`config.mk`:
```
export PLATFORM = sky130hd
export DESIGN_NAME = ring_melody_gen
export DESIGN_NICKNAME = d
export VERILOG_FILES = /design/src/rtl/melody_pkg.sv /design/src/rtl/melody_ctrl.sv /design/src/rtl/melody_dp.sv /design/src/rtl/ring_melody_gen.sv
export SDC_FILE = /design/constraint.sdc
export NUM_CORES = 1
export LEC_CHECK = 0
export BUFFER_PORTS_ARGS = -buffer_cell sky130_fd_sc_hd__buf_2
export CAP_MARGIN = 10
export CORE_MARGIN = 3
export CORE_UTILIZATION = 30
export DETAILED_ROUTE_END_ITERATION = 16
export PLACE_DENSITY = 0.43
export RECOVER_POWER = 100
export REMOVE_ABC_BUFFERS = 1
export SYNTH_ARGS = -nofsm -noshare
export SYNTH_HDL_FRONTEND = slang
export SYNTH_SLANG_ARGS = --single-unit
export TNS_END_PERCENT = 30
```
`constraint.sdc`:
```
create_clock -name clk -period 2.2 [get_ports clk]
set_input_delay 0.44 -clock clk [delete_from_list [all_inputs] [get_ports clk]]
set_output_delay 0.44 -clock clk [all_outputs]
set_load 0.005 [all_outputs]
```
`src/rtl/melody_pkg.sv`:
```
package melody_pkg;
  localparam int CODE_W    = 3;
  localparam int LVL_W     = 2;
  localparam int NUM_TONES = 1 << CODE_W;

  typedef struct packed {
    logic launch;  // begin ringing from idle
    logic adopt;   // switch to stored code at period boundary
    logic halt;    // end ringing at period boundary
  } melStrobe_t;

  function automatic int toneHz(input int idx);
    case (idx)
      0:       return 822;
      1:       return 744;
      2:       return 1005;
      3:       return 909;
      4:       return 1187;
      5:       return 1074;
      6:       return 1451;
      default: return 1312;
    endcase
  endfunction

  function automatic int halfTicks(input int refHz, input int idx);
    return (refHz + toneHz(idx)) / (2 * toneHz(idx));
  endfunction

  function automatic int maxHalf(input int refHz);
    int m;
    m = 0;
    for (int i = 0; i < NUM_TONES; i++)
      if (halfTicks(refHz, i) > m) m = halfTicks(refHz, i);
    return m;
  endfunction
endpackage

```
`src/rtl/melody_ctrl.sv`:
```
module melody_ctrl
  import melody_pkg::*;
(
  input  logic             clk,
  input  logic             rstN,
  input  logic             ringStart,
  input  logic             ringStop,
  input  logic             levelWr,
  input  logic [LVL_W-1:0] levelCode,
  input  logic             periodEnd,
  output melStrobe_t       strobe,
  output logic             busy,
  output logic [LVL_W-1:0] levelOut
);
  logic stopPend;
  logic adoptPend;
  logic stopEff;
  logic adoptEff;

  // a start in the same cycle overrides any stop request
  assign stopEff  = (stopPend || ringStop) && !ringStart;
  assign adoptEff = adoptPend || ringStart;

  always_comb begin
    strobe = '0;
    if (ringStart && !busy) begin
      strobe.launch = 1'b1;
    end else if (busy && periodEnd) begin
      if (stopEff)       strobe.halt  = 1'b1;
      else if (adoptEff) strobe.adopt = 1'b1;
    end
  end

  always_ff @(posedge clk) begin
    if (!rstN) begin
      busy      <= 1'b0;
      stopPend  <= 1'b0;
      adoptPend <= 1'b0;
    end else if (strobe.launch) begin
      busy      <= 1'b1;
      stopPend  <= 1'b0;
      adoptPend <= 1'b0;
    end else if (strobe.halt) begin
      busy      <= 1'b0;
      stopPend  <= 1'b0;
      adoptPend <= 1'b0;
    end else if (busy) begin
      if (ringStart) begin
        stopPend  <= 1'b0;
        adoptPend <= !periodEnd;
      end else begin
        if (ringStop)  stopPend  <= 1'b1;
        if (periodEnd) adoptPend <= 1'b0;
      end
    end
  end

  always_ff @(posedge clk) begin
    if (!rstN)        levelOut <= '1;
    else if (levelWr) levelOut <= levelCode;
  end
endmodule

```
`src/rtl/melody_dp.sv`:
```
module melody_dp
  import melody_pkg::*;
#(
  parameter int REF_HZ = 1790000
) (
  input  logic              clk,
  input  logic              rstN,
  input  logic              refEn,
  input  logic              running,
  input  logic              toneWr,
  input  logic [CODE_W-1:0] toneCode,
  input  melStrobe_t        strobe,
  output logic              periodEnd,
  output logic              phase
);
  localparam int CNT_W = $clog2(maxHalf(REF_HZ) + 1);

  logic [CNT_W-1:0]  divTab [NUM_TONES];
  logic [CODE_W-1:0] storedCode;
  logic [CODE_W-1:0] activeCode;
  logic [CNT_W-1:0]  cnt;
  logic              halfEnd;

  for (genvar g = 0; g < NUM_TONES; g++) begin : g_div
    assign divTab[g] = CNT_W'(halfTicks(REF_HZ, g) - 1);
  end

  assign halfEnd   = running && refEn && (cnt == '0);
  assign periodEnd = halfEnd && !phase;

  always_ff @(posedge clk) begin
    if (!rstN)       storedCode <= '1;
    else if (toneWr) storedCode <= toneCode;
  end

  always_ff @(posedge clk) begin
    if (!rstN) begin
      activeCode <= '1;
      cnt        <= '0;
      phase      <= 1'b0;
    end else if (strobe.launch) begin
      activeCode <= storedCode;
      cnt        <= divTab[storedCode];
      phase      <= 1'b1;
    end else if (strobe.halt) begin
      cnt   <= '0;
      phase <= 1'b0;
    end else if (halfEnd) begin
      phase <= !phase;
      if (strobe.adopt) begin
        activeCode <= storedCode;
        cnt        <= divTab[storedCode];
      end else begin
        cnt <= divTab[activeCode];
      end
    end else if (running && refEn) begin
      cnt <= cnt - 1'b1;
    end
  end
endmodule

```
`src/rtl/ring_melody_gen.sv`:
```
module ring_melody_gen
  import melody_pkg::*;
#(
  parameter int REF_HZ = 1790000
) (
  input  logic              clk,
  input  logic              rstN,
  input  logic              refEn,
  input  logic              ringMode,
  input  logic              toneWr,
  input  logic [CODE_W-1:0] toneCode,
  input  logic              ringStart,
  input  logic              ringStop,
  input  logic              levelWr,
  input  logic [LVL_W-1:0]  levelCode,
  input  logic              melodyN,
  output logic              buzzOut,
  output logic [LVL_W-1:0]  levelOut,
  output logic              busy
);
  melStrobe_t strobe;
  logic       periodEnd;
  logic       phase;

  melody_ctrl u_ctrl (
    .clk       (clk),
    .rstN      (rstN),
    .ringStart (ringStart),
    .ringStop  (ringStop),
    .levelWr   (levelWr),
    .levelCode (levelCode),
    .periodEnd (periodEnd),
    .strobe    (strobe),
    .busy      (busy),
    .levelOut  (levelOut)
  );

  melody_dp #(.REF_HZ(REF_HZ)) u_dp (
    .clk       (clk),
    .rstN      (rstN),
    .refEn     (refEn),
    .running   (busy),
    .toneWr    (toneWr),
    .toneCode  (toneCode),
    .strobe    (strobe),
    .periodEnd (periodEnd),
    .phase     (phase)
  );

  assign buzzOut = busy ? phase : (ringMode && !melodyN);
endmodule

```
* After elaboration in Yosys (flattened, before gate mapping) *
Memories as Yosys holds them, arrays and structs flattened.
Cells that the tools add are included.

cells by class
  add/sub/neg operators = 1
  order comparisons = 2
  equal/unequal tests = 1
  mux-type cells = 29
  bitwise gates (word level) = 3
  reduce and logical (&&, ||, !) cells = 26

operators by type and width
  kind                   number
  $mux 11                9
  $mux 1                 14
  $mux 3                 4
  $logic_not 11->1       1
  $sub 11x1->11 const B  1
  $reduce_bool 2->1      5
  $ge 4x4->1 const B     2
  $not 3->4              2
  $logic_and 1x1->1      7
  $logic_not 1->1        5
  $mux 2                 2
  $reduce_and 2->1       2
  $reduce_bool 4->1      1
  $reduce_and 3->1       1
  $reduce_bool 3->1      1
  $reduce_or 3->1        1
  $logic_or 1x1->1       2
  $ne 2x1->1 const B     1
  $not 1->1              1

word-level totals
  register bits after elaboration = 23
  bits in read-only memories = 176
  word-level logic and storage cells = 72
  memories = 2

memories
  memory            words  bits a word  read ports  clocked after Yosys merged registers in  write ports  line             source
  (name not given)  8      11           1           0                                        0            melody_dp.sv:54  cnt <= divTab[activeCode];
  (name not given)  8      11           1           0                                        0            melody_dp.sv:43  cnt <= divTab[storedCode];

* Logic depth before layout (Yosys ltp) *
  depth after elaboration = 10
  gate-level depth with buffers = 8
  mapped depth without buffers = 7

* By module *
A second synthesis with hierarchy kept.

unflattened totals
  cell total of the unflattened synthesis = 208
  area, all modules = 1641.6 sq um

by module, submodules not included
  module           times used  cells each  area each (sq um)  seq. area each (sq um)
  melody_dp        1           182         1413.9             360.3
  melody_ctrl      1           23          209.0              100.1
  ring_melody_gen  1           3           18.8               0.0

* Least setup slack after synthesis *
Ideal clock, no wire load.

  path kind = register to register
  start point = register u_dp.cnt[2]
  end point = register u_dp.cnt[7]
  data arrival time = 1.571 ns
  slack = 0.498 ns
  cell stages (with the launch flop) = 5
  path buffers = 0
  clock period less this slack = 1.702 ns
  cell sequence = dfxtp_1 -> or4_4 -> or4_1 -> a222oi_1 -> a211oi_1

between the ends
  cells in the longest elaborated chain, start to end = 10

ends and longest elaborated chain
  item                                                                    line             source
  from (decl)                                                             melody_dp.sv:21  logic [CNT_W-1:0] cnt;
  from (signal assigned)                                                  melody_dp.sv:43
  from (signal assigned)                                                  melody_dp.sv:52  cnt <= divTab[storedCode];
  from (signal assigned)                                                  melody_dp.sv:54
  parallel branches: the longest is 10 deep, another holds $sub 11x1->11  --

Several ways; the timed one is not identified. The select of a mux whose other input is x is not followed.
A chain may end at the register's enable or synchronous reset.

* Worst setup path in the final report *
  start point = register u_dp.cnt[2]
  end point = register u_dp.cnt[8]

The elaborated chain is that of the path after synthesis.

==> impl_metrics.csv <==
group,metric,value,unit
finish,area_delta_synth_final,13.99,%
floorplan,dieArea,6572,µm²
routing,vias_per_cell,5.161,
global_routing,met2_usage,24.22,%
routing,drc,0,
critical_path,max_stage_delay,0.63,ns
sta,period_needed,1.947,ns
cts,path_clk_slew,0.09,ns
floorplan,start_util,32.08,%
cts,cts_tree,"done",
floorplan,rows,26,
min_path,holdCritPathClass,"in -> reg",
critical_path,worstPathMaxFanout,6,
place,dp_cells,300,
routing,drt_wl_total,4534,µm
cts,clk_path_buf_depth,2,
sta,slew_violations,0,
finish,nets,259,
global_routing,grt_max_degree,21,
sta,fin_crit_sh,88.49,%
power_and_ir_drop,total_power,1.157,mW
sta,setup_tns,0,ns
cts,clk-insertion-delay-late,0.26,ns
finish,final.fill_count,588,
yosys,synth-warning-count,0,
routing,wl_per_cell,14.91,µm
sta,finalClockSkew,0.006246,ns
cts,h-tree-depth,1,
global_routing,grt_pass1_vias,1554,
global_routing,globalRouteTotalUtil,15.03,%
sta,setup_violations,0,
critical_path,crit_type,"reg -> reg",
yosys,avgSynthCellArea,7.936,µm²
yosys,synth_area_leaders,"dfxtp_1, mux2i_1, ha_1",
floorplan,coreArea,5270,µm²
global_routing,use_met3,2.439,%
critical_path,worstSetupEndpointType,"register",
sta,clock.fmax,513.7,MHz
place,dp_hpwl,3488,µm
critical_path,start_kind,"register",
global_routing,grt_most_used_layer,"met2",
cts,clock_sinks,23,
run_status,outcome,"finished, final reports clean",
yosys,synth_edf_count,0,
finish,register_area,460.4,µm²
critical_path,arrival,2.11,ns
cts,cts_setup_buffers,0,
yosys,synth_seq_cells,23,
cts,hold_buffers,0,
yosys,synth.distinct_cells,41,
global_routing,overflow,0,
critical_path,crit_required,2.36,ns
routing,vias,1569,
finish,multi_input_area,1140,µm²
power_and_ir_drop,peakVddDrop,308.7,µV
power_and_ir_drop,power.density,600.6,nW/µm²
routing,drtPass1Iterations,4,
cts,cts_resized,0,
yosys,synthesis.area,1690,µm²
place,post-place-ws,0.3221,ns
global_routing,grtUsageMet1,21.15,%
yosys,dominantRegCellSynth,"dfxtp_1",
sta,slew_headroom,35.62,%
place,gp_congestion,0.7830,
place,buffer_ports.inserted,17,
critical_path,crit_top_cell,"o221a_1",
yosys,synth_common_cells,"nand2_1, dfxtp_1, o21ai_0",
yosys,yosysMostFrequentCell,"nand2_1",
power_and_ir_drop,p_leak,0.8511,nW
sta,fin_ws,0.2533,ns
routing,drtIter0Drc,109,
cts,cts-root-buf,"clkbuf_8",
finish,drive_gt1_share,14.53,%
sta,final_hold_viol_count,0,
floorplan,ios,18,
floorplan,die_w,81.07,µm
sta,rsz0062_at_grt,"no",
yosys,yosysTopAreaCell,"dfxtp_1",
finish,num_antenna_cells,0,
floorplan,die_h,81.07,µm
finish,finalNonFillerCells,304,
critical_path,worstPathCellList,"or4_1 -> nor3_1 -> nand3_1 -> o221a_1 -> o221a_1",
yosys,ys_seq_area_share,27.24,%
yosys,synth-async-reset-ratio,0,%
sta,tightestPinTransition,0.9656,ns
routing,final_antenna_net_count,0,
flow_run,maxCapViolations,0,
global_routing,antenna_found_initial,0,
yosys,synth_top_area_share,27.24,%
global_routing,grt_pass1_wl,7714,µm
yosys,synthCells,213,
cts,cts-buffers-inserted,3,
critical_path,crit_slowest_cell,"or4_1",
[cells by family after synthesis]
logic type | synth area share (%)
AND/OR/NAND/NOR | 22.95
AO/OA/AOI/OAI | 24.72
flip-flops | 27.24
buffers and inverters | 4.811
multiplexers | 10.81
adder cells (fa/ha/maj) | 7.402
XOR/XNOR | 2.073
[registers in the layout, indices dropped and copies added, names as in the netlist]
| name | flops |
|---|---|
| u_ctrl.adoptPend | 1 |
| u_ctrl.stopPend | 1 |
| u_ctrl.busy | 1 |
| u_dp.storedCode | 3 |
| u_dp.cnt | 11 |
| u_dp.phase | 1 |
| u_ctrl.levelOut | 2 |
| u_dp.activeCode | 3 |
[critical path: cells and delay by family, from the launching register on]
family,cells,cell delay (ns)
and+or+nand+nor,3,1.08
DFF,1,0.39
AOI/OAI and AO/OA,2,0.37
[stage by stage]
step	hold slack (ns)	utilization [%]	instance area (µm²)
floorplan	0.4638	-	1643
global placement	0.4560	36.16	1906
global route	0.4070	36.56	1927
CTS	0.3853	37.01	1951
finish	0.3915	36.56	1927
detailed placement	0.4630	36.16	1906
[path summary, 6_finish.rpt]
check / from / to / slack (ns) / cells after the start
worst min register to register: u_ctrl.levelOut[0] / u_ctrl.levelOut[0] / 0.48 / 2
worst max register to register: u_dp.cnt[2] / u_dp.cnt[8] / 0.25 / 5
worst max-delay path: u_dp.cnt[2] / u_dp.cnt[8] / 0.25 / 5
worst min-delay path: toneCode[1] / u_dp.storedCode[1] / 0.39 / 3
[final cells by class]
cell class	instances	share of cell area, %
clock buffers	4	2.338
inverters	9	1.753
multi-input cells	169	59.16
flip-flops and latches	23	23.90
well taps	70	4.545
repair buffers	29	8.312
[cell usage in the layout (no fill, tap or decap), drive strengths merged, types with 2 or more instances in the layout]
cell type,instances
nand3,3
clkbuf,10
nor2b,3
a21oi,14
o211ai,9
o21ai,22
ha,10
dfxtp,23
nand4b,2
mux2i,16
inv,9
nand2b,5
or4,3
nor3b,2
buf,23
nor4,2
nor3,7
nand2,27
o21bai,2
a31oi,2
a211oi,4
nor2,13
xor2,3
mux2,2
o21a,5
and2,3
o221a,2
[layer usage]
layer / wire length [µm] / up-vias
li1: - / 808
met1: 2364 / 735
met2: 1991 / 24
met3: 149 / 2
met4: 29 / 0
met5: 0 / -
[power breakdown]
part	switching (mW)	internal [mW]	leakage (nW)
logic	0.214	0.177	0.638
clock network	0.136	0.129	0.0228
registers	0.0489	0.452	0.190
total	0.399	0.758	0.851
Note: power is estimated with default switching activity, not from simulation.
